## src/rtl/ksg_pkg.sv

```systemverilog
package ksg_pkg;
  typedef enum logic [2:0] {
    PH_IDLE,
    PH_LOAD,
    PH_INJ,
    PH_MIX1,
    PH_OUT1,
    PH_MIX2,
    PH_OUT2,
    PH_TAIL
  } ksg_phase_e;
endpackage

```

## src/rtl/ksg_keymap.sv

```systemverilog
// Captures the session key on an accepted start and slices it into
// the three register load values.
module ksg_keymap #(
  parameter int W1 = 19,
  parameter int W2 = 22,
  parameter int W3 = 23,
  localparam int KW = W1 + W2 + W3
) (
  input  logic          clk,
  input  logic          rst_n,
  input  logic          accept_i,
  input  logic [KW-1:0] key_i,
  output logic [W1-1:0] r1_o,
  output logic [W2-1:0] r2_o,
  output logic [W3-1:0] r3_o
);
  logic [KW-1:0] key_q;

  always_ff @(posedge clk or negedge rst_n) begin
    if (!rst_n)        key_q <= '0;
    else if (accept_i) key_q <= key_i;
  end

  assign r1_o = key_q[W1-1:0];
  assign r2_o = key_q[W1+W2-1:W1];
  assign r3_o = key_q[KW-1:W1+W2];
endmodule

```

## src/rtl/ksg_sched.sv

```systemverilog
// Phase schedule: one load cycle, then a step in every cycle through
// injection, mixing and both bursts, then a short tail for the packer.
module ksg_sched
  import ksg_pkg::*;
#(
  parameter int FRAME_W = 22,
  parameter int MIX_N   = 100,
  parameter int BURST_N = 114,
  localparam int TAIL_N = 3,
  localparam int MAX_A  = (FRAME_W > MIX_N) ? FRAME_W : MIX_N,
  localparam int MAX_N  = (MAX_A > BURST_N) ? MAX_A : BURST_N,
  localparam int CNT_W  = $clog2(MAX_N + 1)
) (
  input  logic               clk,
  input  logic               rst_n,
  input  logic               start_i,
  input  logic [FRAME_W-1:0] frame_i,
  output logic               accept_o,
  output logic               busy_o,
  output logic               done_o,
  output logic               load_o,
  output logic               step_o,
  output logic               inject_o,
  output logic               inj_bit_o,
  output logic               take_o,
  output logic               take_last_o,
  output logic               dir_o
);
  ksg_phase_e         phase_q, phase_nx;
  logic [CNT_W-1:0]   cnt_q;
  logic [CNT_W-1:0]   len_m1;
  logic [FRAME_W-1:0] frame_q;
  logic               at_end;

  always_comb begin
    case (phase_q)
      PH_INJ:           len_m1 = CNT_W'(FRAME_W - 1);
      PH_MIX1, PH_MIX2: len_m1 = CNT_W'(MIX_N - 1);
      PH_OUT1, PH_OUT2: len_m1 = CNT_W'(BURST_N - 1);
      PH_TAIL:          len_m1 = CNT_W'(TAIL_N - 1);
      default:          len_m1 = '0;
    endcase
  end

  assign at_end   = (cnt_q == len_m1);
  assign accept_o = start_i && (phase_q == PH_IDLE);

  always_comb begin
    phase_nx = phase_q;
    case (phase_q)
      PH_IDLE: if (start_i) phase_nx = PH_LOAD;
      PH_LOAD: phase_nx = PH_INJ;
      PH_INJ:  if (at_end) phase_nx = PH_MIX1;
      PH_MIX1: if (at_end) phase_nx = PH_OUT1;
      PH_OUT1: if (at_end) phase_nx = PH_MIX2;
      PH_MIX2: if (at_end) phase_nx = PH_OUT2;
      PH_OUT2: if (at_end) phase_nx = PH_TAIL;
      PH_TAIL: if (at_end) phase_nx = PH_IDLE;
      default: phase_nx = PH_IDLE;
    endcase
  end

  always_ff @(posedge clk or negedge rst_n) begin
    if (!rst_n) begin
      phase_q <= PH_IDLE;
      cnt_q   <= '0;
      frame_q <= '0;
    end else begin
      phase_q <= phase_nx;
      if (phase_nx != phase_q) cnt_q <= '0;
      else if (phase_q != PH_IDLE) cnt_q <= cnt_q + 1'b1;
      if (accept_o)              frame_q <= frame_i;
      else if (phase_q == PH_INJ) frame_q <= frame_q >> 1;
    end
  end

  assign busy_o      = (phase_q != PH_IDLE);
  assign load_o      = (phase_q == PH_LOAD);
  assign inject_o    = (phase_q == PH_INJ);
  assign inj_bit_o   = inject_o && frame_q[0];
  assign take_o      = (phase_q == PH_OUT1) || (phase_q == PH_OUT2);
  assign step_o      = inject_o || take_o ||
                       (phase_q == PH_MIX1) || (phase_q == PH_MIX2);
  assign take_last_o = take_o && at_end;
  assign dir_o       = (phase_q == PH_OUT2);
  assign done_o      = (phase_q == PH_TAIL) && at_end;
endmodule

```

## src/rtl/ksg_packer.sv

```systemverilog
// Collects the core's bit one cycle after each burst step, MSB first,
// and emits a byte on every eighth bit or on the last bit of a burst.
module ksg_packer #(
  parameter int BYTE_W = 8,
  localparam int BC_W  = $clog2(BYTE_W)
) (
  input  logic              clk,
  input  logic              rst_n,
  input  logic              take_i,
  input  logic              last_i,
  input  logic              dir_i,
  input  logic              bit_i,
  output logic              valid_o,
  output logic [BYTE_W-1:0] data_o,
  output logic              dir_o,
  output logic              last_o
);
  logic              take_q, last_q, dir_q;
  logic [BYTE_W-1:0] acc_q, acc_nx;
  logic [BC_W-1:0]   bc_q;
  logic              emit;

  assign acc_nx = {acc_q[BYTE_W-2:0], bit_i};
  assign emit   = take_q && ((bc_q == BC_W'(BYTE_W - 1)) || last_q);

  always_ff @(posedge clk or negedge rst_n) begin
    if (!rst_n) begin
      take_q  <= 1'b0;
      last_q  <= 1'b0;
      dir_q   <= 1'b0;
      acc_q   <= '0;
      bc_q    <= '0;
      valid_o <= 1'b0;
      data_o  <= '0;
      dir_o   <= 1'b0;
      last_o  <= 1'b0;
    end else begin
      take_q  <= take_i;
      last_q  <= last_i;
      dir_q   <= dir_i;
      valid_o <= emit;
      if (emit) begin
        data_o <= acc_nx;
        dir_o  <= dir_q;
        last_o <= last_q;
        acc_q  <= '0;
        bc_q   <= '0;
      end else if (take_q) begin
        acc_q <= acc_nx;
        bc_q  <= bc_q + 1'b1;
      end
    end
  end
endmodule

```

## src/rtl/ksg_session.sv

```systemverilog
module ksg_session #(
  parameter int W1      = 19,
  parameter int W2      = 22,
  parameter int W3      = 23,
  parameter int FRAME_W = 22,
  parameter int MIX_N   = 100,
  parameter int BURST_N = 114,
  localparam int KW     = W1 + W2 + W3
) (
  input  logic               clk,
  input  logic               rst_n,
  input  logic               start_i,
  input  logic [KW-1:0]      key_i,
  input  logic [FRAME_W-1:0] frame_i,
  output logic               busy_o,
  output logic               done_o,
  output logic               core_load_o,
  output logic [W1-1:0]      core_r1_o,
  output logic [W2-1:0]      core_r2_o,
  output logic [W3-1:0]      core_r3_o,
  output logic               core_step_o,
  output logic               core_inject_o,
  output logic               core_inj_bit_o,
  input  logic               core_bit_i,
  output logic               byte_valid_o,
  output logic [7:0]         byte_data_o,
  output logic               byte_dir_o,
  output logic               byte_last_o
);
  logic accept, take, take_last, dir;

  ksg_sched #(
    .FRAME_W(FRAME_W), .MIX_N(MIX_N), .BURST_N(BURST_N)
  ) u_sched (
    .clk(clk), .rst_n(rst_n), .start_i(start_i), .frame_i(frame_i),
    .accept_o(accept), .busy_o(busy_o), .done_o(done_o),
    .load_o(core_load_o), .step_o(core_step_o),
    .inject_o(core_inject_o), .inj_bit_o(core_inj_bit_o),
    .take_o(take), .take_last_o(take_last), .dir_o(dir)
  );

  ksg_keymap #(.W1(W1), .W2(W2), .W3(W3)) u_keymap (
    .clk(clk), .rst_n(rst_n), .accept_i(accept), .key_i(key_i),
    .r1_o(core_r1_o), .r2_o(core_r2_o), .r3_o(core_r3_o)
  );

  ksg_packer #(.BYTE_W(8)) u_packer (
    .clk(clk), .rst_n(rst_n), .take_i(take), .last_i(take_last),
    .dir_i(dir), .bit_i(core_bit_i), .valid_o(byte_valid_o),
    .data_o(byte_data_o), .dir_o(byte_dir_o), .last_o(byte_last_o)
  );
endmodule

```

## config.mk

```make
export PLATFORM = sky130hd
export DESIGN_NAME = ksg_session
export DESIGN_NICKNAME = d
export VERILOG_FILES = /design/src/rtl/ksg_pkg.sv /design/src/rtl/ksg_keymap.sv /design/src/rtl/ksg_sched.sv /design/src/rtl/ksg_packer.sv /design/src/rtl/ksg_session.sv
export SDC_FILE = /design/constraint.sdc
export NUM_CORES = 1
export LEC_CHECK = 0
export BUFFER_PORTS_ARGS = -buffer_cell sky130_fd_sc_hd__buf_2
export CAP_MARGIN = 20
export CORE_MARGIN = 2
export CORE_UTILIZATION = 49
export CTS_BUF_LIST = sky130_fd_sc_hd__clkbuf_4
export DETAILED_ROUTE_END_ITERATION = 8
export PLACE_DENSITY = 0.78
export SLEW_MARGIN = 20
export SYNTH_ARGS = -nofsm -noshare
export SYNTH_HDL_FRONTEND = slang
export SYNTH_SLANG_ARGS = --single-unit
```

## constraint.sdc

```tcl
create_clock -name clk -period 2.63 [get_ports clk]
set_input_delay 0.263 -clock clk [delete_from_list [all_inputs] [get_ports clk]]
set_output_delay 0.263 -clock clk [all_outputs]
set_load 0.05 [all_outputs]
```

==> metrics.cfg, run 1 <==
[logic_synthesis]
synthDistinctLibCells = 48
syn-instance-count = 385
synth_area_leaders = dfrtp_1 60%, mux2_2 15%, mux2i_1 4.2%, nand2_1 3.0%, o21ai_0 3.0%
yosys.area.top_type_share_pct = 60.02
synth_edf_count = 0
synthMuxAreaShare_pct = 19.28
synthSimpleGateAreaFrac_pct = 7.702
synthFlopType = dfrtp_1
synth.net_count = 478
synth-compound-area-share_pct = 7.427
synthArstFlopShare_pct = 100.0
synth_xor_area_share_pct = 1.050
synth_top_family_by_area = multiplexers
seq_area_frac_synth_pct = 60.02
synth-seq-cells = 120
synthAdderAreaFrac_pct = 0.7502
synth_warnings = 0
yosysTopAreaCell = dfrtp_1
netlist_area_um2 = 5004
syn_avg_cell_area_um2 = 13.00

[sta]
rsz0062_at_grt = false
tns_ns = 0
period_share_pct = 94.42
fmax_ghz = 0.4027
clock_skew_ns = 0.01790
hold_viol = 0
max-slew-margin-rel_pct = 54.37
slew_violations = 0
worst_pin_slew_ns = 0.6844
finalSetupViolCount = 0
fin_crit_ns = 2.483

[critical_path]
endpoint_kind = primary output
worst-path-max-fanout = 24
worstPathRequired_ns = 2.37
path_class = register to primary output
r2r_slack_ns = 0.49
cp-start-kind = register
timing.critical_path.arrival_ns = 2.22

[global_route]
grt_max_degree = 67
grt_overflow = 0
grt_pass1_vias = 4325
antenna_found_initial = 0
grt-busiest-layer = met2
met3_usage_pct = 6.613
grt_pass1_wl_um = 20670
track_usage_pct = 24.12
grtUsageMet1_pct = 23.69
grt_use_met2_pct = 46.66

[clock_network]
cts_sinks = 120
htree_levels = 4
postCtsSetupBuffers = 0
numCtsBuffers = 17
cts_buffer_depth = 2
cts_tree = yes
root_buffer = clkbuf_4
clk_transition_reported_paths_ns = 0.09
clock_latency_ns = 0.50

[floorplan]
io_pins = 171
core-area_um2 = 9864
row_count = 36
chipHeight_um = 105.1
initial_utilization_pct = 50.72
dieWidth_um = 105.1
dieArea_um2 = 11040

[outcome]
run_status = complete, no violations

[placed_design]
dp_cells = 674
gp_congestion = 0.8615
portBuffers = 170
hpwl_um = 7362

[routing]
drt_iter0_drc = 213
wl_per_cell_um = 16.39
drt-total-wl_um = 13020
drc_errors = 0
vias_per_cell = 5.043
dr.pass1.iters = 5
ant_nets = 0
num_vias = 4004

[hold_path]
hold_path_class = input port to register

[cells_and_area]
fill_cells = 622
syn2layout_area_growth_pct = 43.61
seqCellArea_um2 = 3004
antenna_cells = 0
drive_above_1_share_pct = 42.81
final_cell_mix = 169 x buf_2, 119 x dfrtp_1, 88 x dlygate4sd3_1
layout_commonest_cell = buf_2
final_nets = 741
final_cells = 794
multi_input_comb_area_um2 = 1823

[power]
power.density_nw_per_um2 = 1319
p_leak_uw = 0.003456
ir_drop_v = 0.001046

[run]
maxCapViolations = 0

-- flip-flops by register name, indices dropped and copies added (netlist names), 3 cells and up --
register	flops
u_sched.frame_q	22
u_keymap.key_q	64
u_packer.data_o	8
u_packer.acc_q	7
u_sched.phase_q	3
u_packer.bc_q	3
u_sched.cnt_q	7
-- cells by family after synthesis --
kind of cell | Yosys count
DFF | 120
muxes | 88
and+or+nand+nor | 77
AOI/OAI and AO/OA | 57
buffers and inverters | 34
xor gates and xnor gates | 6
adders and majority gates | 3
-- cells in the mapped netlist, drive strengths merged (2+ instances only) --
cell and instances:
mux2 67, o22ai 6, nor2 9, clkbuf 4, a22oi 2, nand3 2, xnor2 3, nor3b 3
buf 17, a31oi 2, o21a 4, o21ai 32, nand2 40, xor2 3, ha 3, inv 13
mux2i 21, nand4 3, and2 4, nor3 5, and3 3, dfrtp 120
-- metrics by stage --
| stage | hold WS (ns) | total power, uW | utilization (%) | instance area (um2) | setup slack (ns) |
|---|---|---|---|---|---|
| floorplan | -0.03259 | 6775 | - | 5004 | 0.6782 |
| global placement | 0.3381 | 7677 | 60.54 | 5972 | 0.5965 |
| detailed placement | 0.3480 | 7827 | 60.54 | 5972 | 0.5245 |
| CTS | 0.07107 | 9408 | 72.83 | 7184 | 0.06320 |
| global route | 0.07938 | 9946 | 72.84 | 7186 | 0.006467 |
| finish | 0.1008 | 9478 | 72.84 | 7186 | 0.1467 |
-- worst max-delay path, stage by stage (launching register included) --
cell and delay (ns):
dfrtp_1 0.58, nor3b_4 0.31, buf_4 0.39, and2_1 0.19, buf_2 0.26
-- where the power goes --
group          internal (uW)  total, uW  switching, uW
Clock                    774       1480            707
Combinational           1500       4770           3270
Sequential              2670       3230            561
-- path summary, 6_finish.rpt --
path	to	depth (start not counted)	start
max	core_inj_bit_o	4	u_sched.phase_q[1]
min	u_sched.cnt_q[3]	3	start_i
max reg2reg	u_keymap.key_q[51]	4	u_sched.phase_q[1]
min reg2reg	u_packer.data_o[1]	2	u_packer.data_o[1]
max in group asynchronous	u_sched.frame_q[8]	3	rst_n
min in group asynchronous	u_keymap.key_q[10]	2	rst_n
-- what timing repair did --
item                                   in CTS  in global routing
resized for setup                           0                  1
setup endpoints to repair                   0                  2
endpoints found under the hold margin     142                  0
hold buffers                               88                  0
-- metal layers --
metal / wire [um] / part of all wire [%]
met5: 0 / 0
met3: 704 / 5.4
met2: 7331 / 56
met4: 359 / 2.8
met1: 4622 / 36
-- layout make-up --
class / count / share of cell area (%)
Timing Repair Buffer: 265 / 25.21
Clock buffer: 18 / 1.881
Tap cell: 133 / 2.316
Multi-Input combinational cell: 231 / 25.37
Inverter: 13 / 0.6791
Sequential cell: 120 / 41.81
Clock inverter: 14 / 2.734
No activity file was read; power rests on OpenSTA's default activity.
==> run 2, diff against run 1 <==
- BUFFER_PORTS_ARGS: -buffer_cell sky130_fd_sc_hd__buf_2 -> -buffer_cell sky130_fd_sc_hd__clkbuf_2
- CORE_UTILIZATION: 49 -> 45
- PLACE_DENSITY: 0.78 -> 0.73
- SLEW_MARGIN: 20 -> 0
==> metrics.cfg, run 2 (same netlist as run 1, synthesis figures left out) <==
[outcome]
run_status = complete, no violations  ; unchanged

[cells_and_area]
layout_commonest_cell = clkbuf_2  ; was buf_2
final_cells = 803  ; was 794
multi_input_comb_area_um2 = 1823  ; unchanged
largest_reg_flops = 64  ; unchanged
stdcell_area_um2 = 7179  ; was 7186 um2
final_nets = 742  ; was 741
syn2layout_area_growth_pct = 43.49  ; was 43.61%
seqCellArea_um2 = 3009  ; was 3004 um2
largest-register = u_keymap.key_q  ; unchanged
final_cell_mix = 168 x clkbuf_2, 117 x dfrtp_1, 88 x dlygate4sd3_1  ; was 169 x buf_2, 119 x dfrtp_1, 88 x dlygate4sd3_1
fill_cells = 804  ; was 622
top_regs = u_keymap.key_q (64), u_sched.frame_q (22), u_packer.data_o (8)  ; unchanged
drive_above_1_share_pct = 43.05  ; was 42.81%

[clock_network]
clk_transition_reported_paths_ns = 0.12  ; was 0.09 ns
root_buffer = clkbuf_4  ; unchanged
cts_buffer_depth = 2  ; unchanged
numCtsBuffers = 17  ; unchanged
cts_sinks = 120  ; unchanged
htree_levels = 4  ; unchanged
cts_tree = yes  ; unchanged
clock_latency_ns = 0.50  ; about the same

[critical_path]
cp-start-kind = register  ; unchanged
worstPathRequired_ns = 2.37  ; about the same
crit_chain = nor3b_4 > buf_4 > and2_1 > clkbuf_2  ; was nor3b_4 > buf_4 > and2_1 > buf_2
path_class = register to primary output  ; unchanged
timing.critical_path.arrival_ns = 2.20  ; was 2.22 ns
cp_slowest_cell = dfrtp_4  ; was dfrtp_1
endpoint_kind = primary output  ; unchanged
max_stage_delay_ns = 0.59  ; was 0.58 ns
worst-path-max-fanout = 24  ; unchanged

[floorplan]
initial_utilization_pct = 46.16  ; was 50.72%
dieWidth_um = 109.4  ; was 105.1 um
dieArea_um2 = 11980  ; was 11040 um2
row_count = 38  ; was 36
io_pins = 171  ; unchanged
chipHeight_um = 109.4  ; was 105.1 um
core-area_um2 = 10840  ; was 9864 um2

[sta]
fin_ws_ns = 0.1700  ; was 0.1467 ns
fin_crit_ns = 2.460  ; was 2.483 ns
period_share_pct = 93.53  ; was 94.42%
slew_violations = 0  ; unchanged
clock_skew_ns = 0.01717  ; was 0.01790 ns
hold_viol = 0  ; unchanged
tns_ns = 0  ; unchanged
max-slew-margin-rel_pct = 65.59  ; was 54.37%
worst_pin_slew_ns = 0.5161  ; was 0.6844 ns
finalSetupViolCount = 0  ; unchanged
fmax_ghz = 0.4065  ; was 0.4027 GHz
rsz0062_at_grt = false  ; unchanged

[power]
p_sw_share_pct = 48.23  ; was 47.89%
combPwrFrac_pct = 50.2  ; was 50.3%
ir_drop_v = 0.0009657  ; was 0.001046 V
switchingPower_uw = 4490  ; was 4539 uW
p_leak_uw = 0.003465  ; was 0.003456 uW
power.share.clock_pct = 15.1  ; was 15.6%
power.total_uw = 9311  ; was 9478 uW
power.density_nw_per_um2 = 1297  ; was 1319 nW/um2
sequentialPowerShare_pct = 34.7  ; was 34.1%
p_int_uw = 4820  ; was 4938 uW

[placed_design]
hpwl_um = 7356  ; was 7362 um
dp_slack_ns = 0.4569  ; was 0.5245 ns
dp_cells = 681  ; was 674
portBuffers = 170  ; unchanged
gp_congestion = 0.7711  ; was 0.8615
place_area_um2 = 5981  ; was 5972 um2

[routing]
num_vias = 3981  ; was 4004
drt-total-wl_um = 11960  ; was 13020 um
ant_nets = 0  ; unchanged
drc_errors = 0  ; unchanged
vias_per_cell = 4.958  ; was 5.043
wl_per_cell_um = 14.89  ; was 16.39 um
drt_iter0_drc = 155  ; was 213
dr.pass1.iters = 4  ; was 5

[global_route]
grt_pass1_wl_um = 18800  ; was 20670 um
grt_max_degree = 109  ; was 67
grt_overflow = 0  ; unchanged
grt_pass1_vias = 4121  ; was 4325
track_usage_pct = 20.44  ; was 24.12%
antenna_found_initial = 0  ; unchanged

[hold_path]
hold_path_class = input port to register  ; unchanged

[run]
maxCapViolations = 0  ; unchanged

[run 2: changes by cell type in the layout (fill, tap and decap cells not counted), moves of 2 or more]
cell        delta
buf_2        -168
clkbuf_2     +168
clkinv_2       +2
clkinvlp_4     -2
dfrtp_1        -2
inv_6          +2
[run 2: metrics by stage]
| stage | hold WS (ns) | utilization (%) |
|---|---|---|
| floorplan | -0.03259 | - |
| finish | 0.09534 | 66.23 |
| detailed placement | 0.1871 | 55.17 |
| CTS | 0.04951 | 66.09 |
| global route | 0.09956 | 66.21 |
| global placement | 0.1868 | 55.17 |
[run 2: area by class of cell]
| type | count | share of cell area (%) |
|---|---|---|
| clock buffers | 17 | 1.778 |
| flip-flops and latches | 120 | 41.91 |
| well taps | 140 | 2.440 |
| inverters | 13 | 0.6797 |
| clock inverters | 15 | 2.422 |
| multi-input cells | 231 | 25.39 |
| repair buffers | 266 | 25.34 |
| diodes | 1 | 0.03486 |
[run 2: worst paths after layout]
path / start / endpoint / slack [ns] / depth (start not counted)
min in group asynchronous: rst_n / u_packer.data_o[7] / 0.20 / 2
max reg2reg: u_sched.phase_q[1] / u_keymap.key_q[45] / 0.45 / 4
min: start_i / u_sched.cnt_q[3] / 0.1 / 3
max: u_sched.phase_q[0] / core_inj_bit_o / 0.17 / 4
min reg2reg: u_packer.bc_q[0] / u_packer.bc_q[0] / 0.49 / 1
max in group asynchronous: rst_n / u_keymap.key_q[17] / 1.81 / 3
[run 2: power groups by stage]
stage | logic [uW] | clock network (uW) | registers, uW
after floorplan | 1760 | 0 | 5020
after global placement | 4460 | 0 | 3210
after detailed placement | 4570 | 0 | 3260
after CTS | 4670 | 1450 | 3230
after global routing | 4980 | 1520 | 3360
final | 4670 | 1400 | 3230
[run 2: layer usage]
layer	routed length [um]	share of wire [%]	vias to the layer above	GRT usage, %
li1	-	-	1878	-
met1	4429	37	1904	21.52
met2	6322	53	162	36.77
met3	812	6.8	37	6.520
met4	395	3.3	0	9.855
met5	0	0	-	0
[run 2: what timing repair did]
action                                  CTS  global route
gates resized for setup                   1             4
endpoints found under the hold margin   161             0
endpoints found under the setup margin    1             2
hold buffers                             88             0
pin swaps                                 0             1
buffers inserted                          0             1
[run 2: critical path, delay by kind of cell, from the launching register on]
family / cells / cell delay, ns
DFF: 1 / 0.59
buffers and inverters: 2 / 0.65
and+or+nand+nor: 2 / 0.46
